[src/rtl/spi_shift_pkg.sv]
package spi_shift_pkg;

  localparam int unsigned DATA_W = 32;
  localparam int unsigned NUM_CS = 4;
  localparam int unsigned LEN_W  = $clog2(DATA_W);
  localparam int unsigned IDX_W  = $clog2(NUM_CS);
  localparam int unsigned EDGE_W = LEN_W + 2;
  localparam int unsigned CMD_W  = LEN_W + 9 + IDX_W;

  typedef struct packed {
    logic [IDX_W-1:0] cs_index;
    logic             cs_sel_en;
    logic             cs_invert;
    logic             cs_level;
    logic             cs_hw;
    logic             rx_en;
    logic             tx_en;
    logic [1:0]       idle_code;
    logic             smp_fall;
    logic [LEN_W-1:0] len_m1;
  } shift_cfg_t;

  // Resting SCLK level: codes 1 and 3 are high, 0 and 2 are low.
  function automatic logic idle_level(input logic [1:0] code);
    return (code == 2'd1) || (code == 2'd3);
  endfunction

  // Sampling happens on the leading edge when the leading edge direction
  // matches the requested sampling direction.
  function automatic logic sample_leading(input logic idle_hi, input logic smp_fall);
    return idle_hi == smp_fall;
  endfunction

  // Total SCLK edges in a word: two per bit.
  function automatic logic [EDGE_W-1:0] edge_total(input logic [LEN_W-1:0] lm1);
    return EDGE_W'(({1'b0, lm1} + 1'b1)) << 1;
  endfunction

  function automatic logic edge_is_sample(input logic lead, input logic [EDGE_W-1:0] e);
    return lead ? e[0] : ~e[0];
  endfunction

  function automatic logic edge_is_shift(input logic lead, input logic [EDGE_W-1:0] e);
    return lead ? ~e[0] : (e[0] && (e != EDGE_W'(1)));
  endfunction

  function automatic logic [NUM_CS-1:0] cs_onehot(input logic en, input logic [IDX_W-1:0] idx);
    return en ? (NUM_CS'(1) << idx) : '0;
  endfunction

endpackage

[src/rtl/spi_edge_seq.sv]
module spi_edge_seq
  import spi_shift_pkg::*;
(
  input  logic             clk,
  input  logic             rst_n,
  input  logic             clk_en,
  input  logic             start,
  input  logic [LEN_W-1:0] len_m1,
  input  logic             idle_lvl,
  input  logic             smp_fall,
  output logic             busy,
  output logic             sclk,
  output logic             sample_stb,
  output logic             shift_stb,
  output logic             word_fin
);

  logic              active_q;
  logic [EDGE_W-1:0] ecnt_q;
  logic [EDGE_W-1:0] e_next;
  logic              tick_act;
  logic              lead;

  assign lead       = sample_leading(idle_lvl, smp_fall);
  assign e_next     = ecnt_q + 1'b1;
  assign tick_act   = active_q && clk_en;
  assign sample_stb = tick_act && edge_is_sample(lead, e_next);
  assign shift_stb  = tick_act && edge_is_shift(lead, e_next);
  assign word_fin   = tick_act && (e_next == edge_total(len_m1));
  assign busy       = active_q;

  always_ff @(posedge clk or negedge rst_n) begin
    if (!rst_n) begin
      active_q <= 1'b0;
      ecnt_q   <= '0;
      sclk     <= 1'b0;
    end else if (start) begin
      active_q <= 1'b1;
      ecnt_q   <= '0;
      sclk     <= idle_lvl;
    end else if (tick_act) begin
      ecnt_q <= e_next;
      sclk   <= ~sclk;
      if (word_fin) active_q <= 1'b0;
    end else if (!active_q) begin
      sclk <= idle_lvl;
    end
  end

endmodule

[src/rtl/spi_shift_data.sv]
module spi_shift_data
  import spi_shift_pkg::*;
(
  input  logic              clk,
  input  logic              rst_n,
  input  logic              start,
  input  logic [LEN_W-1:0]  len_m1,
  input  logic              tx_en,
  input  logic              rx_en,
  input  logic [DATA_W-1:0] tx_data,
  input  logic              miso,
  input  logic              sample_stb,
  input  logic              shift_stb,
  input  logic              word_fin,
  output logic              mosi,
  output logic [DATA_W-1:0] rx_data,
  output logic              rx_push
);

  logic [DATA_W-1:0] tx_sh_q;

  // The current bit always sits at the word's top position.
  assign mosi = tx_sh_q[len_m1];

  always_ff @(posedge clk or negedge rst_n) begin
    if (!rst_n) begin
      tx_sh_q <= '0;
    end else if (start) begin
      tx_sh_q <= tx_en ? tx_data : '0;
    end else if (shift_stb) begin
      tx_sh_q <= tx_sh_q << 1;
    end
  end

  always_ff @(posedge clk or negedge rst_n) begin
    if (!rst_n) begin
      rx_data <= '0;
    end else if (start) begin
      rx_data <= '0;
    end else if (sample_stb) begin
      rx_data <= {rx_data[DATA_W-2:0], miso};
    end
  end

  always_ff @(posedge clk or negedge rst_n) begin
    if (!rst_n) rx_push <= 1'b0;
    else        rx_push <= word_fin && rx_en;
  end

endmodule

[src/rtl/spi_cs_ctl.sv]
module spi_cs_ctl
  import spi_shift_pkg::*;
(
  input  logic             busy,
  input  logic             cs_hw,
  input  logic             cs_level,
  input  logic             cs_invert,
  input  logic             cs_sel_en,
  input  logic [IDX_W-1:0] cs_index,
  output logic [NUM_CS-1:0] cs_o
);

  logic              want_assert;
  logic [NUM_CS-1:0] sel;

  assign want_assert = cs_hw ? busy : cs_level;
  assign sel         = cs_onehot(cs_sel_en, cs_index);

  for (genvar i = 0; i < NUM_CS; i++) begin : g_line
    assign cs_o[i] = (sel[i] && want_assert) ? cs_invert : ~cs_invert;
  end

endmodule

[src/rtl/spi_word_shifter.sv]
module spi_word_shifter
  import spi_shift_pkg::*;
(
  input  logic              clk,
  input  logic              rst_n,
  input  logic              clk_en,
  input  logic              go,
  input  logic [CMD_W-1:0]  cmd_word,
  input  logic              tx_valid,
  input  logic [DATA_W-1:0] tx_data,
  output logic              tx_pop,
  input  logic              miso,
  output logic              rx_push,
  output logic [DATA_W-1:0] rx_data,
  output logic              sclk,
  output logic              mosi,
  output logic [NUM_CS-1:0] cs_o,
  output logic              busy,
  output logic              word_done
);

  shift_cfg_t cfg_q;
  logic       start_w;
  logic       idle_lvl;
  logic       sample_stb;
  logic       shift_stb;
  logic       word_fin;

  assign start_w  = !busy && go && (!cfg_q.tx_en || tx_valid);
  assign tx_pop   = start_w && cfg_q.tx_en;
  assign idle_lvl = idle_level(cfg_q.idle_code);

  always_ff @(posedge clk or negedge rst_n) begin
    if (!rst_n)                cfg_q <= '0;
    else if (!busy && !start_w) cfg_q <= shift_cfg_t'(cmd_word);
  end

  always_ff @(posedge clk or negedge rst_n) begin
    if (!rst_n) word_done <= 1'b0;
    else        word_done <= word_fin;
  end

  spi_edge_seq u_seq (
    .clk        (clk),
    .rst_n      (rst_n),
    .clk_en     (clk_en),
    .start      (start_w),
    .len_m1     (cfg_q.len_m1),
    .idle_lvl   (idle_lvl),
    .smp_fall   (cfg_q.smp_fall),
    .busy       (busy),
    .sclk       (sclk),
    .sample_stb (sample_stb),
    .shift_stb  (shift_stb),
    .word_fin   (word_fin)
  );

  spi_shift_data u_data (
    .clk        (clk),
    .rst_n      (rst_n),
    .start      (start_w),
    .len_m1     (cfg_q.len_m1),
    .tx_en      (cfg_q.tx_en),
    .rx_en      (cfg_q.rx_en),
    .tx_data    (tx_data),
    .miso       (miso),
    .sample_stb (sample_stb),
    .shift_stb  (shift_stb),
    .word_fin   (word_fin),
    .mosi       (mosi),
    .rx_data    (rx_data),
    .rx_push    (rx_push)
  );

  spi_cs_ctl u_cs (
    .busy      (busy),
    .cs_hw     (cfg_q.cs_hw),
    .cs_level  (cfg_q.cs_level),
    .cs_invert (cfg_q.cs_invert),
    .cs_sel_en (cfg_q.cs_sel_en),
    .cs_index  (cfg_q.cs_index),
    .cs_o      (cs_o)
  );

endmodule

[config.mk]
export PLATFORM = sky130hd
export DESIGN_NAME = spi_word_shifter
export DESIGN_NICKNAME = d
export VERILOG_FILES = /design/src/rtl/spi_shift_pkg.sv /design/src/rtl/spi_edge_seq.sv /design/src/rtl/spi_shift_data.sv /design/src/rtl/spi_cs_ctl.sv /design/src/rtl/spi_word_shifter.sv
export SDC_FILE = /design/constraint.sdc
export NUM_CORES = 1
export LEC_CHECK = 0
export BUFFER_PORTS_ARGS = -buffer_cell sky130_fd_sc_hd__buf_2
export CORE_UTILIZATION = 45
export CTS_BUF_LIST = sky130_fd_sc_hd__clkbuf_8
export DETAILED_ROUTE_END_ITERATION = 10
export HOLD_SLACK_MARGIN = 0.02
export PLACE_DENSITY = 0.66
export SYNTH_ARGS = -nofsm -noshare
export SYNTH_HDL_FRONTEND = slang
export SYNTH_SLANG_ARGS = --single-unit
[constraint.sdc]
create_clock -name clk -period 4.19 [get_ports clk]
set_input_delay 1.257 -clock clk [delete_from_list [all_inputs] [get_ports clk]]
set_output_delay 1.257 -clock clk [all_outputs]
set_load 0.02 [all_outputs]
==> impl_metrics.json, run 1 <==
{
  "synth_xor_area_share_pct": 3.82,
  "tightestPinTransition_ps": 921,
  "synth_mux_area_share_pct": 13.4,
  "clk_pin_slew_ps": 100,
  "numCtsBuffers": 9,
  "multi_input_area_um2": 2890,
  "yosys.area_share.adder_pct": 0.694,
  "dieArea_um2": 12500,
  "outcome": "complete, but fails checks",
  "row_count": 39,
  "violations": "DRC",
  "die_width_um": 112,
  "hold_viol": 0,
  "min-delay-start": "cfg_q[9]",
  "synth_area_per_cell_um2": 9.30,
  "peakVddDrop_mv": 0.361,
  "yosys.area_share.simple_pct": 16.3,
  "diodes": 0,
  "regArea_um2": 2250,
  "drive_gt1_share_pct": 24.4,
  "port_buffers": 94,
  "cts_setup_buffers": 0,
  "min_period_ps": 4030,
  "dr.pass1.iters": 9,
  "power_density_nw_per_um2": 841,
  "reg2reg_from": "u_seq.ecnt_q[1]",
  "gp_congestion": 0.824,
  "maxCapViolations": 0,
  "setup_viol": 0,
  "drt-wirelength-per-cell_um": 17.0,
  "criticalPathCategory": "flip-flop to output pin",
  "core_area_um2": 11600,
  "cts_hold_buf": 0,
  "grt_max_degree": 72,
  "final_cells": 794,
  "cts.htree.levels": 3,
  "ys_ff_latch": 90,
  "fin_setup_tns_ps": 0,
  "max_freq_mhz": 248,
  "crit_start": "cfg_q[0]",
  "ctsRootBufferMaster": "clkbuf_8",
  "ios": 96,
  "synth_compound_area_share_pct": 18.9,
  "nNetsFinal": 703,
  "fillers": 1080,
  "routed_via_density": 5.96,
  "yosysSeqAreaShare_pct": 41.7,
  "grt_overflow_total": 0,
  "synth_top_family_by_area": "compound AO/OA/AOI/OAI gates",
  "synth_async_sr_flop_share_pct": 100,
  "cts_resized": 0,
  "area_growth_pct": 13.8,
  "clock_latency_ps": 360,
  "antenna_found_initial": 0,
  "start_util_pct": 46.7,
  "crit_path_max_fanout": 13,
  "grt_pass1_wl_um": 22600,
  "cts_tree": "yes",
  "grt_pass1_vias": 4614,
  "hold_class": "flip-flop to flip-flop",
  "clockBufferDepth": 2,
  "synth_flop_cell": "dfrtp_1",
  "fin_total_pwr_mw": 5.17,
  "crit_path_end_kind": "output pin",
  "synth_area_um2": 5410,
  "yosys.area.top_type": "dfrtp_1",
  "vias": 4730,
  "relSlewSlack_pct": 38.6,
  "report.final.slew_viol_count": 0,
  "place_hpwl_um": 8590,
  "fin_skew_ps": 10.3,
  "post-route-drc-count": 8,
  "dpl.cell_count": 778,
  "fin_crit_sh_pct": 96.1,
  "arrival_ps": 2770,
  "grtUsageTotal_pct": 22.4,
  "synth_edf_count": 0,
  "worstPathRequired_ps": 2930,
  "synth_nets": 638,
  "die_h_um": 112,
  "yosys_warnings": 0,
  "synth_top_area_share_pct": 41.7,
  "ys_types": 44,
  "p_leak_nw": 2.93,
  "drt_iter0_drc": 360,
  "cts_sinks": 90,
  "synth_cells": 581,
  "postRouteAntennaNets": 0,
  "synthTopCellsByArea": "dfrtp_1, nor2_1, o221a_1",
  "rsz0062_at_grt": "false",
  "start_kind": "flip-flop",
  "wl_um": 13500
}
[area by class of cell]
class                           count  share of cell area [%]
Clock buffer                       10                    2.24
Multi-Input combinational cell    430                    47.0
Tap cell                          143                    2.91
Inverter                            4                   0.244
Sequential cell                    90                    36.6
Clock inverter                      6                    1.20
Timing Repair Buffer              111                    9.77
[where the power goes]
part	internal [mW]	total [mW]	switching [mW]
sequential	1.22	1.64	0.425
clock	0.298	0.623	0.325
combinational	1.31	2.91	1.60
total	2.83	5.17	2.34
[synthesized netlist by cell type, types with 2 or more instances]
master / number
a211oi_1: 31
a21oi_1: 31
a31oi_1: 4
and2_1: 4
and3_1: 3
buf_1: 9
buf_2: 4
buf_6: 6
clkbuf_1: 38
dfrtp_1: 90
ha_1: 3
inv_1: 4
mux2_2: 16
mux2i_1: 32
mux4_2: 10
nand2_1: 41
nand3_1: 38
nand4_1: 4
nor2_1: 102
nor2b_1: 2
nor3_1: 2
o21ai_0: 35
o21ai_1: 2
o221a_1: 30
or2_1: 2
xnor2_1: 8
xor2_1: 13
[per-stage QoR]
stage	hold slack, ps	cell area [um2]	setup slack (ps)	util (%)
final	481	6150	163	53.2
after global routing	505	6150	82.3	53.2
after CTS	486	6150	142	53.2
after detailed placement	468	5940	550	51.3
after global placement	462	5940	557	51.3
after floorplan	449	5410	690	-
[metal layers]
layer,share of wire [%],vias to the layer above,track usage (%)
li1,-,2231,-
met1,45,2301,29.3
met2,48,177,37.5
met3,5.6,21,3.48
met4,1.9,0,8.74
met5,0,-,0
[placed cells by master, fill, tap and decap left out, drive strengths merged, types with 3 or more instances in the layout]
master and n:
inv 5, o221a 31, clkbuf 10, a21oi 31
xnor2 8, xor2 13, mux4 10, a31oi 4
and3 3, o21ai 37, mux2i 32, nor2 102
a211oi 31, buf 111, nand2 41, dfrtp 90
and2 4, mux2 16, nand3 38, ha 3
nand4 4
[critical path, cell delays in order, from the launching register on]
cell and delay (ps):
dfrtp_1 840, mux4_2 620, mux4_2 470, mux2_2 310, buf_2 170
[flip-flops by register name (all words and copies together), names as in the netlist]
register and cells:
u_seq.sclk 1, cfg_q 15, word_done 1, u_data.rx_data 32, u_seq.busy 1, u_data.rx_push 1, u_data.tx_sh_q 32, u_seq.ecnt_q 7
[final timing paths]
check	to	slack (ps)	depth (start not counted)
setup / recovery	mosi	160	4
hold / removal	u_data.rx_push	480	1
setup reg to reg	u_data.tx_sh_q[30]	1450	8
hold reg to reg	u_data.rx_push	480	1
max in group asynchronous	u_data.rx_push	2460	2
min in group asynchronous	u_data.rx_data[5]	1040	1
[kinds of logic after synthesis]
group / count (synthesis)
compound gates: 143
xor+xnor: 22
fa+ha+maj: 3
buf+inv: 61
flops: 90
mux: 58
simple gates: 204
No activity file was read; power rests on OpenSTA's default activity.
==> run 2, diff against run 1 <==
--- a/config.mk
+++ b/config.mk
@@ -5,12 +5,13 @@
 export SDC_FILE = /design/constraint.sdc
 export NUM_CORES = 1
 export LEC_CHECK = 0
+export ABC_AREA = 1
 export BUFFER_PORTS_ARGS = -buffer_cell sky130_fd_sc_hd__buf_2
 export CORE_UTILIZATION = 45
 export CTS_BUF_LIST = sky130_fd_sc_hd__clkbuf_8
 export DETAILED_ROUTE_END_ITERATION = 10
 export HOLD_SLACK_MARGIN = 0.02
-export PLACE_DENSITY = 0.66
+export PLACE_DENSITY = 0.67
 export SYNTH_ARGS = -nofsm -noshare
 export SYNTH_HDL_FRONTEND = slang
 export SYNTH_SLANG_ARGS = --single-unit
==> run 2 against run 1 <==
  * The run now ends clean
  * Setup slack gained 680 ps
  * Clock power up 10%
  * Sequential cell count did not move
  * Die area decreased by 10%
==> impl_metrics.json, run 2 <==
{
  "fin_total_pwr_mw": 3.86,
  "maxCapViolations": 0,
  "start_util_pct": 46.7,
  "place_hpwl_um": 7230,
  "cts_hold_buf": 0,
  "die_h_um": 106,
  "max_freq_mhz": 298,
  "synth_area_per_cell_um2": 8.26,
  "port_buffers": 94,
  "die_width_um": 106,
  "grtUsageTotal_pct": 20.2,
  "cts_sinks": 90,
  "design_area_um2": 5540,
  "tightestPinTransition_ps": 812,
  "synth_edf_count": 0,
  "grt_pass1_vias": 3962,
  "synth_nets": 643,
  "final_cell_mix": "nand2_1, buf_2, dfrtp_1",
  "post-route-drc-count": 0,
  "cts.htree.levels": 3,
  "fin_crit_sh_pct": 80.0,
  "core_area_um2": 10400,
  "intPower_mw": 2.07,
  "grt_pass1_wl_um": 18100,
  "vias": 4129,
  "cts_setup_buffers": 0,
  "synth_async_sr_flop_share_pct": 100,
  "clockBufferDepth": 2,
  "rsz0062_at_grt": "false",
  "ys_ff_latch": 90,
  "dieArea_um2": 11200,
  "yosysSeqAreaShare_pct": 46.5,
  "min_period_ps": 3350,
  "synthTopCellsByArea": "dfrtp_1, nand3_1, nand2_1",
  "drive_gt1_share_pct": 27.6,
  "area_growth_pct": 14.4,
  "final_cells": 803,
  "setup_viol": 0,
  "synth_commonest_cells": "nand2_1, dfrtp_1, nand3_1",
  "dpl.cell_count": 787,
  "worst_hold_slack_ps": 490,
  "p_leak_nw": 2.78,
  "peakVddDrop_mv": 0.327,
  "outcome": "complete, no violations",
  "arrival_ps": 2090,
  "seqPwrFrac_pct": 35.7,
  "ys_types": 36,
  "report.final.slew_viol_count": 0,
  "relSlewSlack_pct": 45.9,
  "reg_top3": "u_data.rx_data x32, u_data.tx_sh_q x32, cfg_q x15",
  "synth_top_area_share_pct": 46.5,
  "gp_congestion": 0.765,
  "synth_area_um2": 4840,
  "cts_tree": "yes",
  "grt_max_degree": 65,
  "worstPathRequired_ps": 2930,
  "utilization_pct": 53.4,
  "setup_ws_ps": 839,
  "power_density_nw_per_um2": 697,
  "yosys_warnings": 0,
  "wl_um": 10800,
  "synth_flop_cell": "dfrtp_1",
  "p_sw_mw": 1.79,
  "cts_resized": 0,
  "postRouteAntennaNets": 0,
  "diodes": 0,
  "antenna_found_initial": 0,
  "hold_viol": 0,
  "synth_cells": 586,
  "start_kind": "primary input",
  "drt_iter0_drc": 209,
  "dr.pass1.iters": 4,
  "layout_commonest_cell": "nand2_1",
  "rrSetupSlack_ps": 1870,
  "routed_via_density": 5.14,
  "drt-wirelength-per-cell_um": 13.4,
  "p_comb_share_pct": 46.5,
  "clk_pin_slew_ps": 100,
  "crit_path_end_kind": "output pin",
  "clock_power_share_pct": 17.8,
  "grt_overflow_total": 0,
  "criticalPathCategory": "primary input to output pin",
  "fin_setup_tns_ps": 0,
  "fin_skew_ps": 15.2,
  "synth.most_common_cell": "nand2_1",
  "numCtsBuffers": 9,
  "row_count": 37,
  "nNetsFinal": 719,
  "hold_class": "flip-flop to flip-flop",
  "place_ws_ps": 851,
  "ctsRootBufferMaster": "clkbuf_8",
  "crit_path_max_fanout": 20,
  "clock_latency_ps": 350,
  "yosys.area.top_type": "dfrtp_1",
  "ios": 96,
  "p_sw_share_pct": 46.4,
  "dpl_cell_area_um2": 5310
}
-- run 2: cell types whose count changed after synthesis, sizes merged, moves of 10 or more --
cell,change
nand2,+103
nor2,-81
inv,+70
nand3,+39
mux2i,-32
o221a,-31
o21ai,+30
a211oi,-27
clkbuf,-26
mux4,-10
-- run 2: logic make-up after synthesis --
| group | synth area share (%) |
|---|---|
| AOI/OAI and AO/OA | 12.5 |
| DFF | 46.5 |
| and+or+nand+nor | 25.0 |
| xor gates and xnor gates | 2.51 |
| buffers and inverters | 10.8 |
| adders and majority gates | 0.776 |
| muxes | 1.86 |
-- run 2: power by group through the flow --
stage | Clock, mW | Combinational (mW) | Sequential [mW]
6_report | 0.685 | 1.80 | 1.38
4_1_cts | 0.704 | 1.81 | 1.38
2_1_floorplan | 0 | 1.44 | 1.43
3_5_place_dp | 0 | 1.80 | 1.39
5_1_grt | 0.739 | 2.00 | 1.42
3_3_place_gp | 0 | 1.76 | 1.38
-- run 2: worst max-delay path: stages --
cell and delay, ps:
buf_2 80, inv_1 30, nand2_1 60, nand3_2 60, inv_1 50, buf_4 220
nand2_1 110, inv_2 70, buf_2 150
-- run 2: final cells by class --
| type | count | area (um2) |
|---|---|---|
| clock inverter | 7 | 105 |
| timing repair buffer | 102 | 533 |
| tap | 136 | 170 |
| fill | 998 | 4830 |
| clock buffer | 9 | 124 |
| inverter | 75 | 282 |
| sequential | 90 | 2250 |
| multi-input combinational | 384 | 2070 |
-- run 2: final timing paths --
kind	startpoint	to	cells after the start
hold reg to reg	u_data.tx_sh_q[12]	u_data.tx_sh_q[12]	2
setup / recovery	tx_valid	tx_pop	9
min in group asynchronous	rst_n	u_data.rx_data[31]	1
setup reg to reg	u_seq.ecnt_q[0]	u_data.tx_sh_q[21]	12
hold / removal	u_data.tx_sh_q[12]	u_data.tx_sh_q[12]	2
max in group asynchronous	rst_n	u_seq.sclk	2
-- run 2: layer usage --
metal / vias up / wire length [um] / track usage, %
li1: 2053 / - / -
met1: 1961 / 4910 / 26.2
met2: 105 / 5210 / 34.6
met3: 10 / 511 / 4.08
met4: 0 / 133 / 4.56
met5: - / 0 / 0
==> run 3, diff against run 2 <==
--- a/config.mk
+++ b/config.mk
@@ -5,13 +5,13 @@
 export SDC_FILE = /design/constraint.sdc
 export NUM_CORES = 1
 export LEC_CHECK = 0
-export ABC_AREA = 1
+export ABC_AREA = 0
 export BUFFER_PORTS_ARGS = -buffer_cell sky130_fd_sc_hd__buf_2
 export CORE_UTILIZATION = 45
 export CTS_BUF_LIST = sky130_fd_sc_hd__clkbuf_8
 export DETAILED_ROUTE_END_ITERATION = 10
 export HOLD_SLACK_MARGIN = 0.02
-export PLACE_DENSITY = 0.67
+export PLACE_DENSITY = 0.66
 export SYNTH_ARGS = -nofsm -noshare
 export SYNTH_HDL_FRONTEND = slang
 export SYNTH_SLANG_ARGS = --single-unit
==> constraint.sdc (replaced) <==
create_clock -name clk -period 3.4 [get_ports clk]
set_input_delay 1.02 -clock clk [delete_from_list [all_inputs] [get_ports clk]]
set_output_delay 1.02 -clock clk [all_outputs]
set_load 0.02 [all_outputs]
==> run 3 against run 2 <==
  * The run now ends with DRC left
  * Sequential power increased by 45%
  * Clock skew is 2.0 ps lower
  * Register-to-register slack worse by 1400 ps
  * Via count is 14% higher
  * Clock-buffer cell count did not move
  * Final area increased by 12%
  * Die area grew 11%
  * Routed wire length up 24%
  * First-iteration DRC count increased by 53%
  * Sequential cell count unchanged
  * Setup slack worse by 800 ps
  * Critical endpoint is now mosi
  * Largest power group unchanged
  * Highest routed layer unchanged
==> impl_metrics.json, run 3 (synthesis results as in run 1) <==
{
  "violations": "DRC",
  "start_kind": "flip-flop",
  "dpl.cell_count": 780,
  "multi_input_area_um2": 2890,
  "arrival_ps": 2340,
  "worstPathRequired_ps": 2380,
  "clock_latency_ps": 360,
  "grt_max_degree": 49,
  "postRouteAntennaNets": 0,
  "nNetsFinal": 707,
  "rsz0062_at_grt": "false",
  "hold_depth": 1,
  "final_cells": 798,
  "crit_path_max_fanout": 2,
  "fin_crit_sh_pct": 98.7,
  "relSlewSlack_pct": 59.1,
  "core_area_um2": 11600,
  "report.final.slew_viol_count": 0,
  "post-route-drc-count": 8,
  "row_count": 39,
  "ios": 96,
  "hold_class": "flip-flop to flip-flop",
  "maxCapViolations": 0,
  "drive_gt1_share_pct": 25.0,
  "grtUsageTotal_pct": 22.3,
  "dr.pass1.iters": 8,
  "worst_hold_slack_ps": 487,
  "vias": 4705,
  "reg_top3": "u_data.rx_data x32, u_data.tx_sh_q x32, cfg_q x15",
  "cts_hold_buf": 0,
  "numCtsBuffers": 9,
  "ctsRootBufferMaster": "clkbuf_8",
  "antenna_found_initial": 0,
  "layout_commonest_cell": "nor2_1",
  "drt-wirelength-per-cell_um": 16.8,
  "criticalPathCategory": "flip-flop to output pin",
  "final_cell_mix": "nor2_1, buf_2, dfrtp_1",
  "die_h_um": 112,
  "die_width_um": 112,
  "setup_viol": 0,
  "diodes": 0,
  "routed_via_density": 5.90,
  "cts_sinks": 90,
  "dieArea_um2": 12500,
  "place_hpwl_um": 8870,
  "fin_setup_tns_ps": 0,
  "fillers": 1052,
  "grt_pass1_vias": 4488,
  "clockBufferDepth": 2,
  "drt_iter0_drc": 320,
  "grt_pass1_wl_um": 22400,
  "max_freq_mhz": 298,
  "wl_um": 13400,
  "cts_tree": "yes",
  "fin_skew_ps": 13.2,
  "reg2reg_depth": 8,
  "cts.htree.levels": 3,
  "outcome": "complete, but fails checks",
  "regArea_um2": 2250,
  "area_growth_pct": 15.1,
  "hold_viol": 0,
  "p_leak_nw": 2.97,
  "start_util_pct": 46.7,
  "tightestPinTransition_ps": 614,
  "power_density_nw_per_um2": 1040,
  "min_period_ps": 3360,
  "grt_overflow_total": 0,
  "clk_pin_slew_ps": 100,
  "peakVddDrop_mv": 0.433,
  "port_buffers": 94,
  "crit_path_end_kind": "output pin",
  "gp_congestion": 0.826
}
-- run 3: worst paths after layout --
path | start | endpoint | slack [ps]
hold / removal | cfg_q[9] | u_data.rx_push | 490
max in group asynchronous | rst_n | cfg_q[1] | 2070
setup / recovery | cfg_q[0] | mosi | 40
min in group asynchronous | rst_n | u_data.rx_data[8] | 670
hold reg to reg | cfg_q[9] | u_data.rx_push | 490
setup reg to reg | u_seq.ecnt_q[0] | u_data.tx_sh_q[30] | 430
-- run 3: metrics by stage --
| stage | utilization, % | setup slack (ps) | total power [mW] | instance area (um2) |
|---|---|---|---|---|
| 2_1_floorplan | - | 225 | 4.75 | 5410 |
| 3_3_place_gp | 51.6 | 174 | 5.48 | 5970 |
| 3_5_place_dp | 51.6 | 170 | 5.62 | 5970 |
| 4_1_cts | 53.8 | 27.1 | 6.50 | 6220 |
| 5_1_grt | 53.8 | 2.14 | 6.98 | 6220 |
| 6_report | 53.8 | 43.1 | 6.48 | 6220 |
-- run 3: per-layer routing --
| layer | part of all wire [%] | global-route usage [%] | wire [um] | up-vias |
|---|---|---|---|---|
| met1 | 44 | 30.1 | 5910 | 2259 |
| met4 | 1.3 | 8.02 | 180 | 0 |
| met2 | 48 | 36.7 | 6430 | 198 |
| met3 | 6.3 | 3.32 | 849 | 17 |
| li1 | - | - | - | 2231 |
| met5 | 0 | 0 | 0 | - |
-- run 3: area by class of cell --
type,instances,area share [%]
Multi-Input combinational cell,430,46.5
Sequential cell,90,36.2
Timing Repair Buffer,115,10.6
Tap cell,143,2.88
Clock buffer,9,1.99
Clock inverter,7,1.59
Inverter,4,0.241
-- run 3: power breakdown --
| part | switching (mW) | internal (mW) | leakage, nW | total [mW] |
|---|---|---|---|---|
| clock | 0.404 | 0.421 | 0.116 | 0.825 |
| combinational | 1.99 | 1.67 | 1.73 | 3.66 |
| sequential | 0.488 | 1.51 | 1.12 | 2.00 |
| total | 2.88 | 3.60 | 2.97 | 6.48 |
-- run 3: critical path: stages, from the launching register on --
cell and delay (ps):
dfrtp_2 400, buf_4 120, mux4_2 510, mux4_2 480, mux2_2 300, buf_4 160
-- run 3: timing repair --
item,CTS,global route
gates resized for setup,1,2
setup buffers,2,0
endpoints found under the hold margin,0,0
endpoints found under the setup margin,1,1
